$ cat src/rtl/sram_ctrl_pkg.sv
package sram_ctrl_pkg;
  // Access phases: one idle state plus four 5 ns phases per access
  typedef enum logic [2:0] {
    ST_IDLE = 3'd0,
    ST_T1   = 3'd1,
    ST_T2   = 3'd2,
    ST_T3   = 3'd3,
    ST_T4   = 3'd4
  } acc_state_e;
endpackage

$ cat src/rtl/sram_ctrl_seq.sv
module sram_ctrl_seq
  import sram_ctrl_pkg::*;
#(
  parameter int HADDR_W = 19,
  parameter int DATA_W  = 16
) (
  input  logic               clk,
  input  logic               rst,
  input  logic               req_valid,
  input  logic               req_write,
  input  logic [HADDR_W-1:0] req_addr,
  input  logic [DATA_W-1:0]  req_wdata,
  output acc_state_e         state_q,
  output acc_state_e         state_d,
  output logic               wr_q,
  output logic               wr_d,
  output logic [HADDR_W-1:0] addr_d,
  output logic [DATA_W-1:0]  wdata_d
);
  logic [HADDR_W-1:0] addr_q;
  logic [DATA_W-1:0]  wdata_q;
  logic               take;

  // A request is taken when idle or in the final access phase
  assign take = req_valid && ((state_q == ST_IDLE) || (state_q == ST_T4));

  always_comb begin
    state_d = state_q;
    wr_d    = wr_q;
    addr_d  = addr_q;
    wdata_d = wdata_q;
    unique case (state_q)
      ST_IDLE: if (take) state_d = ST_T1;
      ST_T1:   state_d = ST_T2;
      ST_T2:   state_d = ST_T3;
      ST_T3:   state_d = ST_T4;
      ST_T4:   state_d = take ? ST_T1 : ST_IDLE;
      default: state_d = ST_IDLE;
    endcase
    if (take) begin
      wr_d    = req_write;
      addr_d  = req_addr;
      wdata_d = req_wdata;
    end
  end

  always_ff @(posedge clk) begin
    if (rst) begin
      state_q <= ST_IDLE;
      wr_q    <= 1'b0;
      addr_q  <= '0;
      wdata_q <= '0;
    end else begin
      state_q <= state_d;
      wr_q    <= wr_d;
      addr_q  <= addr_d;
      wdata_q <= wdata_d;
    end
  end
endmodule

$ cat src/rtl/sram_ctrl_pins.sv
module sram_ctrl_pins
  import sram_ctrl_pkg::*;
#(
  parameter int ADDR_W  = 18,
  parameter int DATA_W  = 16,
  parameter int NUM_DEV = 2,
  parameter int DEV_W   = 1
) (
  input  logic               clk,
  input  logic               rst,
  input  acc_state_e         state_d,
  input  logic               wr_d,
  input  logic [ADDR_W-1:0]  waddr_d,
  input  logic [DEV_W-1:0]   dev_d,
  input  logic [DATA_W-1:0]  wdata_d,
  output logic [ADDR_W-1:0]  sram_addr,
  output logic [NUM_DEV-1:0] sram_ce_n,
  output logic               sram_oe_n,
  output logic               sram_we_n,
  output logic [DATA_W-1:0]  sram_dq_o,
  output logic               sram_dq_oe
);
  logic active, rd_win, we_win;

  // Pins are registered from the next phase so they are glitch-free
  assign active = (state_d != ST_IDLE);
  assign rd_win = active && !wr_d && (state_d != ST_T4);
  assign we_win = wr_d && ((state_d == ST_T2) || (state_d == ST_T3));

  for (genvar d = 0; d < NUM_DEV; d++) begin : g_ce
    always_ff @(posedge clk) begin
      if (rst) sram_ce_n[d] <= 1'b1;
      else     sram_ce_n[d] <= !(active && (dev_d == DEV_W'(d)));
    end
  end

  always_ff @(posedge clk) begin
    if (rst) begin
      sram_addr  <= '0;
      sram_oe_n  <= 1'b1;
      sram_we_n  <= 1'b1;
      sram_dq_o  <= '0;
      sram_dq_oe <= 1'b0;
    end else begin
      sram_addr  <= waddr_d;
      sram_oe_n  <= !rd_win;
      sram_we_n  <= !we_win;
      sram_dq_o  <= wdata_d;
      sram_dq_oe <= active && wr_d;
    end
  end
endmodule

$ cat src/rtl/sram_ctrl_rdcap.sv
module sram_ctrl_rdcap
  import sram_ctrl_pkg::*;
#(
  parameter int DATA_W = 16
) (
  input  logic              clk,
  input  logic              rst,
  input  acc_state_e        state_q,
  input  acc_state_e        state_d,
  input  logic              wr_q,
  input  logic [DATA_W-1:0] sram_dq_i,
  output logic [DATA_W-1:0] rd_data,
  output logic              done,
  output logic              ready
);
  always_ff @(posedge clk) begin
    if (rst) begin
      rd_data <= '0;
      done    <= 1'b0;
      ready   <= 1'b1;
    end else begin
      // Sample after three phases of output enable (access time met)
      if ((state_q == ST_T3) && !wr_q) rd_data <= sram_dq_i;
      done  <= (state_d == ST_T4);
      ready <= (state_d == ST_IDLE);
    end
  end
endmodule

$ cat src/rtl/sram_ctrl.sv
module sram_ctrl
  import sram_ctrl_pkg::*;
#(
  parameter int ADDR_W  = 18,
  parameter int DATA_W  = 16,
  parameter int NUM_DEV = 2,
  localparam int DEV_W   = $clog2(NUM_DEV),
  localparam int HADDR_W = ADDR_W + DEV_W
) (
  input  logic               clk,
  input  logic               rst,
  input  logic               req_valid,
  input  logic               req_write,
  input  logic [HADDR_W-1:0] req_addr,
  input  logic [DATA_W-1:0]  req_wdata,
  output logic               ready,
  output logic               done,
  output logic [DATA_W-1:0]  rd_data,
  output logic [ADDR_W-1:0]  sram_addr,
  output logic [NUM_DEV-1:0] sram_ce_n,
  output logic               sram_oe_n,
  output logic               sram_we_n,
  output logic [DATA_W-1:0]  sram_dq_o,
  output logic               sram_dq_oe,
  input  logic [DATA_W-1:0]  sram_dq_i
);
  acc_state_e         state_q, state_d;
  logic               wr_q, wr_d;
  logic [HADDR_W-1:0] addr_d;
  logic [DATA_W-1:0]  wdata_d;

  sram_ctrl_seq #(.HADDR_W(HADDR_W), .DATA_W(DATA_W)) u_seq (
    .clk(clk), .rst(rst),
    .req_valid(req_valid), .req_write(req_write),
    .req_addr(req_addr), .req_wdata(req_wdata),
    .state_q(state_q), .state_d(state_d),
    .wr_q(wr_q), .wr_d(wr_d),
    .addr_d(addr_d), .wdata_d(wdata_d)
  );

  sram_ctrl_pins #(
    .ADDR_W(ADDR_W), .DATA_W(DATA_W), .NUM_DEV(NUM_DEV), .DEV_W(DEV_W)
  ) u_pins (
    .clk(clk), .rst(rst),
    .state_d(state_d), .wr_d(wr_d),
    .waddr_d(addr_d[ADDR_W-1:0]),
    .dev_d(addr_d[HADDR_W-1:ADDR_W]),
    .wdata_d(wdata_d),
    .sram_addr(sram_addr), .sram_ce_n(sram_ce_n),
    .sram_oe_n(sram_oe_n), .sram_we_n(sram_we_n),
    .sram_dq_o(sram_dq_o), .sram_dq_oe(sram_dq_oe)
  );

  sram_ctrl_rdcap #(.DATA_W(DATA_W)) u_rdcap (
    .clk(clk), .rst(rst),
    .state_q(state_q), .state_d(state_d), .wr_q(wr_q),
    .sram_dq_i(sram_dq_i),
    .rd_data(rd_data), .done(done), .ready(ready)
  );
endmodule

$ cat config.mk
export PLATFORM = sky130hd
export DESIGN_NAME = sram_ctrl
export DESIGN_NICKNAME = d
export VERILOG_FILES = /design/src/rtl/sram_ctrl_pkg.sv /design/src/rtl/sram_ctrl_seq.sv /design/src/rtl/sram_ctrl_pins.sv /design/src/rtl/sram_ctrl_rdcap.sv /design/src/rtl/sram_ctrl.sv
export SDC_FILE = /design/constraint.sdc
export NUM_CORES = 1
export LEC_CHECK = 0
export BUFFER_PORTS_ARGS = -buffer_cell sky130_fd_sc_hd__buf_2
export CAP_MARGIN = 20
export CORE_MARGIN = 4
export CORE_UTILIZATION = 23
export DETAILED_ROUTE_END_ITERATION = 16
export SLEW_MARGIN = 20
export SYNTH_ARGS = -nofsm -noshare
export SYNTH_HDL_FRONTEND = slang
export SYNTH_SLANG_ARGS = --single-unit
$ cat constraint.sdc
create_clock -name clk -period 2.7 [get_ports clk]
set_input_delay 0.135 -clock clk [delete_from_list [all_inputs] [get_ports clk]]
set_output_delay 0.135 -clock clk [all_outputs]
set_load 0.05 [all_outputs]
Word level (Yosys, flattened, before mapping)
Cells that the tools add are included.
- register bits after elaboration: 80
- input bits: 55
- output and inout port bits: 57
- logic and storage cells: 46
- equality and inequality tests: 8
- muxes and demuxes: 5
- bitwise logic cells: 1
- reductions and logical operators: 19
- operators with widths (cell ; number):
    19-bit 2-to-1 mux ; 1
    3-bit case mux with 5 select lines ; 1
    3-bit by 2-bit equality test with 1-bit output, second input constant ; 4
    1-bit logical AND ; 8
    3-bit equality test, second input constant ; 2
    1-bit logical NOT ; 6
    3-bit logical NOT ; 2
    3-bit by 1-bit equality test with 1-bit output, second input constant ; 1
    3-bit 2-to-1 mux ; 1
    3-bit != test, second input constant ; 1
    3-bit nonzero test ; 1
    1-bit logical OR ; 2
    1-bit 2-to-1 mux ; 2
    1-bit inverter ; 1

Depth between registers and ports, before layout
Gate-level depths: netlist (run 1).
- depth after elaboration: 9
- gate-level depth with buffers: 6
- mapped depth without buffers: 3

Modules after synthesis
Synthesis (run 1) repeated with hierarchy kept, for this count alone.
- cell total of the unflattened synthesis: 369
- area total of the unflattened synthesis: 4210.3 sq um
- modules (own cells, without submodules) (module ; instances ; cells an instance ; area an instance (sq um) ; seq. area each (sq um)):
    sram_ctrl_seq ; 1 ; 210 ; 2347.3 ; 780.7
    sram_ctrl_pins ; 1 ; 84 ; 1067.3 ; 780.7
    sram_ctrl_rdcap ; 1 ; 75 ; 795.8 ; 360.3

Least setup slack after synthesis (run 1)
OpenSTA, ideal clock, no wires.
- path kind: reg-to-reg
- start: reg u_seq.state_q[0]
- end: reg u_pins.sram_oe_n
- setup time: 0.125 ns
- arrival: 1.232 ns
- required time: 2.575 ns
- path slack: 1.343 ns
- stages on the path, launching flop included: 6
- path buffers: 2
- clock period less this slack: 1.357 ns
- path through: dfxtp_1 > buf_6 > or3b_1 > buf_6 > mux2i_2 > nand3_1
- longest elaborated chain between the ends: 9
- elaborated cells between the ends (all ways): 17
- those cells by class: eq/ne: 5; mux: 4; reduce/logical: 8
- ends and longest elaborated chain (item ; line ; source):
    start: declaration ; sram_ctrl_seq.sv:13 ; output acc_state_e state_q,
    start signal: assignment ; sram_ctrl_seq.sv:54 ; state_q <= state_d;
    3-bit equality test / 3-bit logical NOT (equally long branches) ; sram_ctrl_seq.sv:25, sram_ctrl_seq.sv:32 ;
    1-bit logical OR ; sram_ctrl_seq.sv:25 ; assign take = req_valid && ((state_q == ST_IDLE) || (state_q == ST_T4));
    1-bit logical AND ; sram_ctrl_seq.sv:25 ;
    1-bit 2-to-1 mux / 3-bit 2-to-1 mux (equally long branches) ; sram_ctrl_seq.sv:37, sram_ctrl_seq.sv:33 ;
    3-bit case mux with 5 select lines ; sram_ctrl_seq.sv:32 ; unique case (state_q)
    3-bit nonzero test ; sram_ctrl_pins.sv:26 ; assign active = (state_d != ST_IDLE);
    1-bit logical AND ; sram_ctrl_pins.sv:27 ; assign rd_win = active && !wr_d && (state_d != ST_T4);
    1-bit logical AND (*) ; sram_ctrl_pins.sv:27 ;
    1-bit logical NOT (*) ; sram_ctrl_pins.sv:46 ; sram_oe_n <= !rd_win;
    end signal: assignment ; sram_ctrl_pins.sv:46 ;
    end: declaration ; sram_ctrl_pins.sv:18 ; output logic sram_oe_n,
Mark *: on every way between the ends. The rest lies on a longest branch, timed or not.
A chain may end at the register's enable or synchronous reset.

Worst setup path in the final report (run 1)
- start: reg u_seq.state_q[1]
- end: reg u_pins.sram_dq_o[9]
- longest elaborated chain between the ends: 3
- elaborated cells between the ends (all ways): 4
- those cells by class: eq/ne: 1; reduce/logical: 3
- ends and longest elaborated chain (item ; line ; source):
    3-bit equality test / 3-bit logical NOT (equally long branches) ; sram_ctrl_seq.sv:25 ;
    1-bit logical OR (*) ; sram_ctrl_seq.sv:25 ;
    1-bit logical AND (*) ; sram_ctrl_seq.sv:25 ;
    end signal: assignment ; sram_ctrl_pins.sv:48 ; sram_dq_o <= wdata_d;
    end: declaration ; sram_ctrl_pins.sv:20 ; output logic [DATA_W-1:0] sram_dq_o,
Marks and branches as above.

==> results.json, run 1 <==
{
  "outcome": "finished, final reports clean",
  "placement.io_buffers": 111,
  "clockPowerShare": 0.383,
  "cts_max_level": 3,
  "cts.sinks": 62,
  "hp-start": "sram_dq_i[11]",
  "setup_violations": 0,
  "dpl.hpwl_um": 3892,
  "p_comb_frac": 0.185,
  "yosysSeqAreaShare": 0.5463,
  "cts.path.max_buffers": 2,
  "ios": 112,
  "wire_per_inst_um": 11.32,
  "cts_root_buffer": "clkbuf_8",
  "synthCells": 272,
  "synth_compound_area_frac": 0.1244,
  "crit_path_max_fanout": 20,
  "drive_above_1_share": 0.3671,
  "core_um2": 9684,
  "syn_to_final_growth_pct": 32.87,
  "synth_cell_types": 25,
  "holdCritPathClass": "primary input to register",
  "place_area_um2": 2794,
  "cap_violations": 0,
  "worstSkewPairLatency_ns": 0.34,
  "post-route-period-util": 0.7196,
  "slew_headroom": 0.4256,
  "cp_cell_sequence": "or3b_1 -> buf_4 -> nand2_1 -> a21oi_1",
  "r2r_end": "u_pins.sram_dq_o[9]$_SDFFE_PP0N_",
  "setup-tns-final_ns": 0,
  "seqPwrFrac": 0.432,
  "worst_pin_slew_ns": 0.8616,
  "cellPowerDensity_nw_per_um2": 770.6,
  "first_pass_iters": 4,
  "postLayoutCellArea_um2": 3019,
  "critPathKind": "register to register",
  "die_h_um": 107.4,
  "start_kind": "register",
  "grt_remaining_overflow": 0,
  "leakage_nw": 1.352,
  "cts-hold-fix-buffers": 0,
  "fillers": 1021,
  "synthSimpleGateAreaFrac": 0.2098,
  "syn-cell-area_um2": 2272,
  "multi_input_area_um2": 804.5,
  "synth_nets": 327,
  "layout_min_cycle_time_ns": 1.943,
  "r2r_cells": 4,
  "slowest_delay_ns": 0.74,
  "post_cts_buffers": 0,
  "slew_violations": 0,
  "cp.required_ns": 2.96,
  "antenna_found_initial": 0,
  "setup.worst_path.end_class": "register",
  "synth_top_family_by_area": "simple AND/OR/NAND/NOR gates",
  "crit_path_start": "u_seq.state_q[1]$_SDFF_PP0_",
  "rrSetupSlack_ns": 0.76,
  "clkTransAtPathRegs_ns": 0.08,
  "max_clock_freq_mhz": 514.7,
  "swShare": 0.3073,
  "finClkSkew_ns": 0.008714,
  "cts_tree": "yes",
  "initial_core_util": 0.2346,
  "viasPerCell": 3.988,
  "synthAdderAreaFrac": 0,
  "grtUsageTotal": 0.09876,
  "switching_power_mw": 0.7151,
  "synth-xor-area-share": 0.003855,
  "hold_viol_final": 0,
  "row_count": 36,
  "syn_avg_cell_area_um2": 8.354,
  "layout.cells.most_common": "buf_2",
  "ir_drop_uv": 216.2,
  "gp_congestion": 0.6925,
  "drtIter0Drc": 89,
  "rsz0062_at_grt": "no",
  "arrival_ns": 2.20,
  "cts_buffers": 9,
  "ys_warn_count": 0,
  "cts_resized": 0,
  "final_nets": 415,
  "vias": 1986,
  "grt_pass1_vias": 1950,
  "synth_seq_cells": 62,
  "layout_common_cells": "110 x buf_2, 101 x nand2_1, 62 x dfxtp_1",
  "grt_max_degree": 58,
  "hold_path_depth": 3,
  "seqCellArea_um2": 1241,
  "die_w_um": 107.4,
  "fp.dieArea_um2": 11530,
  "drt_wl_total_um": 5637,
  "crit_slowest_cell": "or3b_1",
  "diodes": 0,
  "post-route-drc-count": 0,
  "path_delay_family": "simple AND/OR/NAND/NOR gates",
  "r2r-start": "u_seq.state_q[1]$_SDFF_PP0_",
  "antenna_left": 0,
  "worstHoldEndpoint": "u_rdcap.rd_data[11]$_SDFFE_PP0P_",
  "critPathBufInv": 1,
  "synthMuxAreaShare": 0.01046,
  "p_int_mw": 1.612,
  "grt_pass1_wl_um": 8804
}
==> metrics by stage <==
stage / worst slack [ns] / hold slack, ns / instances / util / power [mW]
2_1_floorplan: 1.343 / 0.2192 / 272 / - / 1.373
3_3_place_gp: 0.8673 / 0.3771 / 482 / 0.2885 / 1.458
3_5_place_dp: 0.7407 / 0.3801 / 482 / 0.2885 / 1.463
4_1_cts: 0.7088 / 0.0001792 / 498 / 0.3115 / 2.379
5_1_grt: 0.5547 / 0.003946 / 498 / 0.3118 / 2.456
6_report: 0.7572 / 0.02602 / 498 / 0.3118 / 2.327
==> kinds of logic (layout without fill, tap and decap cells) <==
logic type             count (synthesis)  in the layout
buffers and inverters                 38            131
flip-flops                            62             62
AO/OA/AOI/OAI                         53             53
multiplexers                           2              2
AND/OR/NAND/NOR                      116            116
XOR/XNOR                               1              1
==> cell usage after synthesis <==
cell | number | area [um2]
clkbuf_2 | 1 | 5.000
a21oi_4 | 1 | 16.27
xnor2_1 | 1 | 8.760
nor3b_2 | 1 | 12.51
nand3b_1 | 1 | 7.510
buf_4 | 19 | 142.6
nor2_1 | 5 | 18.77
nor4bb_1 | 1 | 10.01
nor2b_1 | 1 | 6.260
or3b_1 | 1 | 8.760
a2111oi_0 | 1 | 8.760
dfxtp_1 | 62 | 1241
nand4bb_1 | 1 | 11.26
nor3_1 | 1 | 5.000
o21bai_1 | 1 | 7.510
buf_6 | 2 | 22.52
clkbuf_1 | 8 | 30.03
nand2_1 | 101 | 379.1
mux2i_2 | 1 | 13.76
mux2i_1 | 1 | 10.01
nand3_1 | 1 | 5.000
buf_2 | 7 | 35.03
inv_1 | 1 | 3.750
nand2b_1 | 2 | 12.51
a21oi_1 | 50 | 250.2
==> area by class of cell <==
| type | instances | area share |
|---|---|---|
| inverters | 1 | 0.001243 |
| clock inverters | 7 | 0.03274 |
| repair buffers | 114 | 0.1923 |
| clock buffers | 9 | 0.04103 |
| flip-flops and latches | 62 | 0.4111 |
| multi-input cells | 172 | 0.2665 |
| well taps | 133 | 0.05512 |
==> tightest hold or removal path: stages <==
cell	delay, ns
buf_2	0.09
nand2_1	0.04
a21oi_1	0.05
==> sequential cells by signal, indices dropped and copies added (netlist names) <==
register	count
u_seq.addr_q	19
u_pins.sram_dq_o	16
u_rdcap.rd_data	16
u_seq.state_q	3
u_pins.sram_ce_n	2
u_pins.sram_dq_oe	1
u_pins.sram_oe_n	1
u_pins.sram_we_n	1
u_rdcap.done	1
u_rdcap.ready	1
u_seq.wr_q	1
==> worst max-delay path by stage <==
stage	slack (ns)	depth (start not counted)	end
6_report	0.76	4	u_pins.sram_dq_o[9]$_SDFFE_PP0N_
2_1_floorplan	1.34	5	u_pins.sram_oe_n$_SDFF_PP1_
3_3_place_gp	0.87	4	u_pins.sram_dq_o[5]$_SDFFE_PP0N_
3_5_place_dp	0.74	4	u_pins.sram_dq_o[9]$_SDFFE_PP0N_
5_1_grt	0.55	4	u_pins.sram_dq_o[6]$_SDFFE_PP0N_
4_1_cts	0.71	4	u_pins.sram_dq_o[9]$_SDFFE_PP0N_
==> power groups by stage <==
stage	sequential, mW	combinational [mW]	clock, mW
after floorplan	1.13	0.242	0
after global placement	1.02	0.433	0
after detailed placement	1.03	0.436	0
after CTS	1.01	0.436	0.936
after global routing	1.01	0.467	0.976
final	1.01	0.430	0.891
==> layer usage <==
metal | GRT usage | routed length, um
met1 | 0.1095 | 2428
met2 | 0.1600 | 2556
met3 | 0.04679 | 573
met4 | 0.04599 | 79
met5 | 0 | 0
Note: power is estimated with default switching activity, not from simulation.
==> inputs of run 2 (changes only) <==
==> constraint.sdc (replaced) <==
create_clock -name clk -period 2 [get_ports clk]
set_input_delay 0.1 -clock clk [delete_from_list [all_inputs] [get_ports clk]]
set_output_delay 0.1 -clock clk [all_outputs]
set_load 0.05 [all_outputs]
==> results.json, run 2 (synthesized netlist as in run 1, its figures left out) <==
{
  "cp.required_ns": 2.25,
  "worst_pin_slew_ns": 0.6839,
  "clkTransAtPathRegs_ns": 0.07,
  "drt_wl_total_um": 6314,
  "initial_core_util": 0.2346,
  "ir_drop_uv": 299.2,
  "cts-hold-fix-buffers": 47,
  "cp_cell_sequence": "or3b_1 -> buf_4 -> nand2_1 -> a21oi_1",
  "cap_violations": 0,
  "grt_pass1_wl_um": 10160,
  "place_area_um2": 2816,
  "cts_buffers": 9,
  "cellPowerDensity_nw_per_um2": 919.2,
  "start_kind": "register",
  "slew_violations": 0,
  "final_core_util": 0.3616,
  "critPathKind": "register to register",
  "wire_per_inst_um": 11.52,
  "setup_violations": 0,
  "diodes": 0,
  "outcome": "finished, final reports clean",
  "die_w_um": 107.4,
  "grtUsageTotal": 0.1119,
  "core_um2": 9684,
  "grt_remaining_overflow": 0,
  "crit_path_max_fanout": 34,
  "fp.dieArea_um2": 11530,
  "gp_congestion": 0.7030,
  "antenna_found_initial": 0,
  "finClkSkew_ns": 0.006439,
  "row_count": 36,
  "placement.io_buffers": 111,
  "layout.cells.most_common": "buf_2",
  "post_cts_buffers": 0,
  "largest_registers": "u_seq.addr_q (19), u_pins.sram_dq_o (16), u_rdcap.rd_data (16)",
  "regMostFlops": "u_seq.addr_q",
  "slowest_delay_ns": 0.52,
  "layout_min_cycle_time_ns": 1.554,
  "postLayoutCellArea_um2": 3502,
  "layout_common_cells": "111 x buf_2, 101 x nand2_1, 62 x dfxtp_1",
  "rsz0062_at_grt": "no",
  "viasPerCell": 4.031,
  "crit_slowest_cell": "dfxtp_1",
  "leakage_nw": 1.563,
  "antenna_left": 0,
  "cts.path.max_buffers": 2,
  "hold_viol_final": 0,
  "setup-tns-final_ns": 0,
  "largest_register_ffs": 19,
  "cts.sinks": 62,
  "hold_slack_ns": 0.02465,
  "rrSetupSlack_ns": 0.45,
  "post-route-drc-count": 0,
  "post-route-period-util": 0.7771,
  "drtIter0Drc": 104,
  "fin_cells": 548,
  "slew_headroom": 0.5440,
  "dp.cells": 485,
  "cts_root_buffer": "clkbuf_8",
  "ios": 112,
  "syn_to_final_growth_pct": 54.13,
  "holdCritPathClass": "primary input to register",
  "vias": 2209,
  "grt_pass1_vias": 2192,
  "dpl.hpwl_um": 4112,
  "cts_resized": 0,
  "setup.worst_path.end_class": "register",
  "cts_max_level": 3,
  "first_pass_iters": 4,
  "arrival_ns": 1.81,
  "final_nets": 465,
  "die_h_um": 107.4,
  "max_clock_freq_mhz": 643.4,
  "grt_max_degree": 35,
  "drive_above_1_share": 0.3253,
  "worstSkewPairLatency_ns": 0.33,
  "cts_tree": "yes"
}
run 2: changes by cell type in the layout (fill, tap and decap cells not counted):
cell / delta
dlygate4sd3_1: +47
clkinv_4: -3
buf_4: +2
clkbuf_1: +2
buf_2: +1
clkbuf_8: +1
clkinv_2: +1
clkinvlp_4: -1
run 2: critical path: cells and delay by family (launching register included):
family | cells | cell delay, ns
AOI/OAI and AO/OA | 1 | 0.16
buffers and inverters | 1 | 0.38
DFF | 1 | 0.52
and+or+nand+nor | 2 | 0.40
run 2: metrics by stage:
| step | worst slack [ns] | power [mW] |
|---|---|---|
| finish | 0.4458 | 3.219 |
| global route | 0.2846 | 3.404 |
| detailed placement | 0.4412 | 1.983 |
| global placement | 0.4879 | 1.973 |
| CTS | 0.4253 | 3.295 |
| floorplan | 0.6430 | 1.853 |
run 2: power by group:
group	leakage [nW]	switching (mW)	internal, mW
logic	0.946	0.438	0.221
registers	0.507	0.0441	1.31
clock network	0.110	0.469	0.733
total	1.56	0.951	2.27
run 2: per-layer routing:
metal / share of wire / up-vias / GRT usage
met5: 0 / - / 0
li1: - / 1128 / -
met3: 0.066 / 5 / 0.04439
met2: 0.50 / 71 / 0.1971
met1: 0.43 / 1005 / 0.1242
met4: 0.0057 / 0 / 0.03246
run 2: area by class of cell:
class,count,area (um2)
Timing Repair Buffer,164,1071
Clock buffer,12,145.1
Clock inverter,4,70.07
Sequential cell,62,1241
Tap cell,133,166.4
Inverter,1,3.754
Fill cell,1011,6182
Multi-Input combinational cell,172,804.5
run 2: final timing paths:
| check | start | to | cells after the start |
|---|---|---|---|
| min | req_wdata[15] | u_pins.sram_dq_o[15]$_SDFFE_PP0N_ | 3 |
| max reg2reg | u_seq.state_q[1]$_SDFF_PP0_ | u_seq.addr_q[6]$_SDFFE_PP0N_ | 4 |
| max | u_seq.state_q[1]$_SDFF_PP0_ | u_seq.addr_q[6]$_SDFFE_PP0N_ | 4 |
| min reg2reg | u_seq.addr_q[14]$_SDFFE_PP0N_ | u_seq.addr_q[14]$_SDFFE_PP0N_ | 2 |
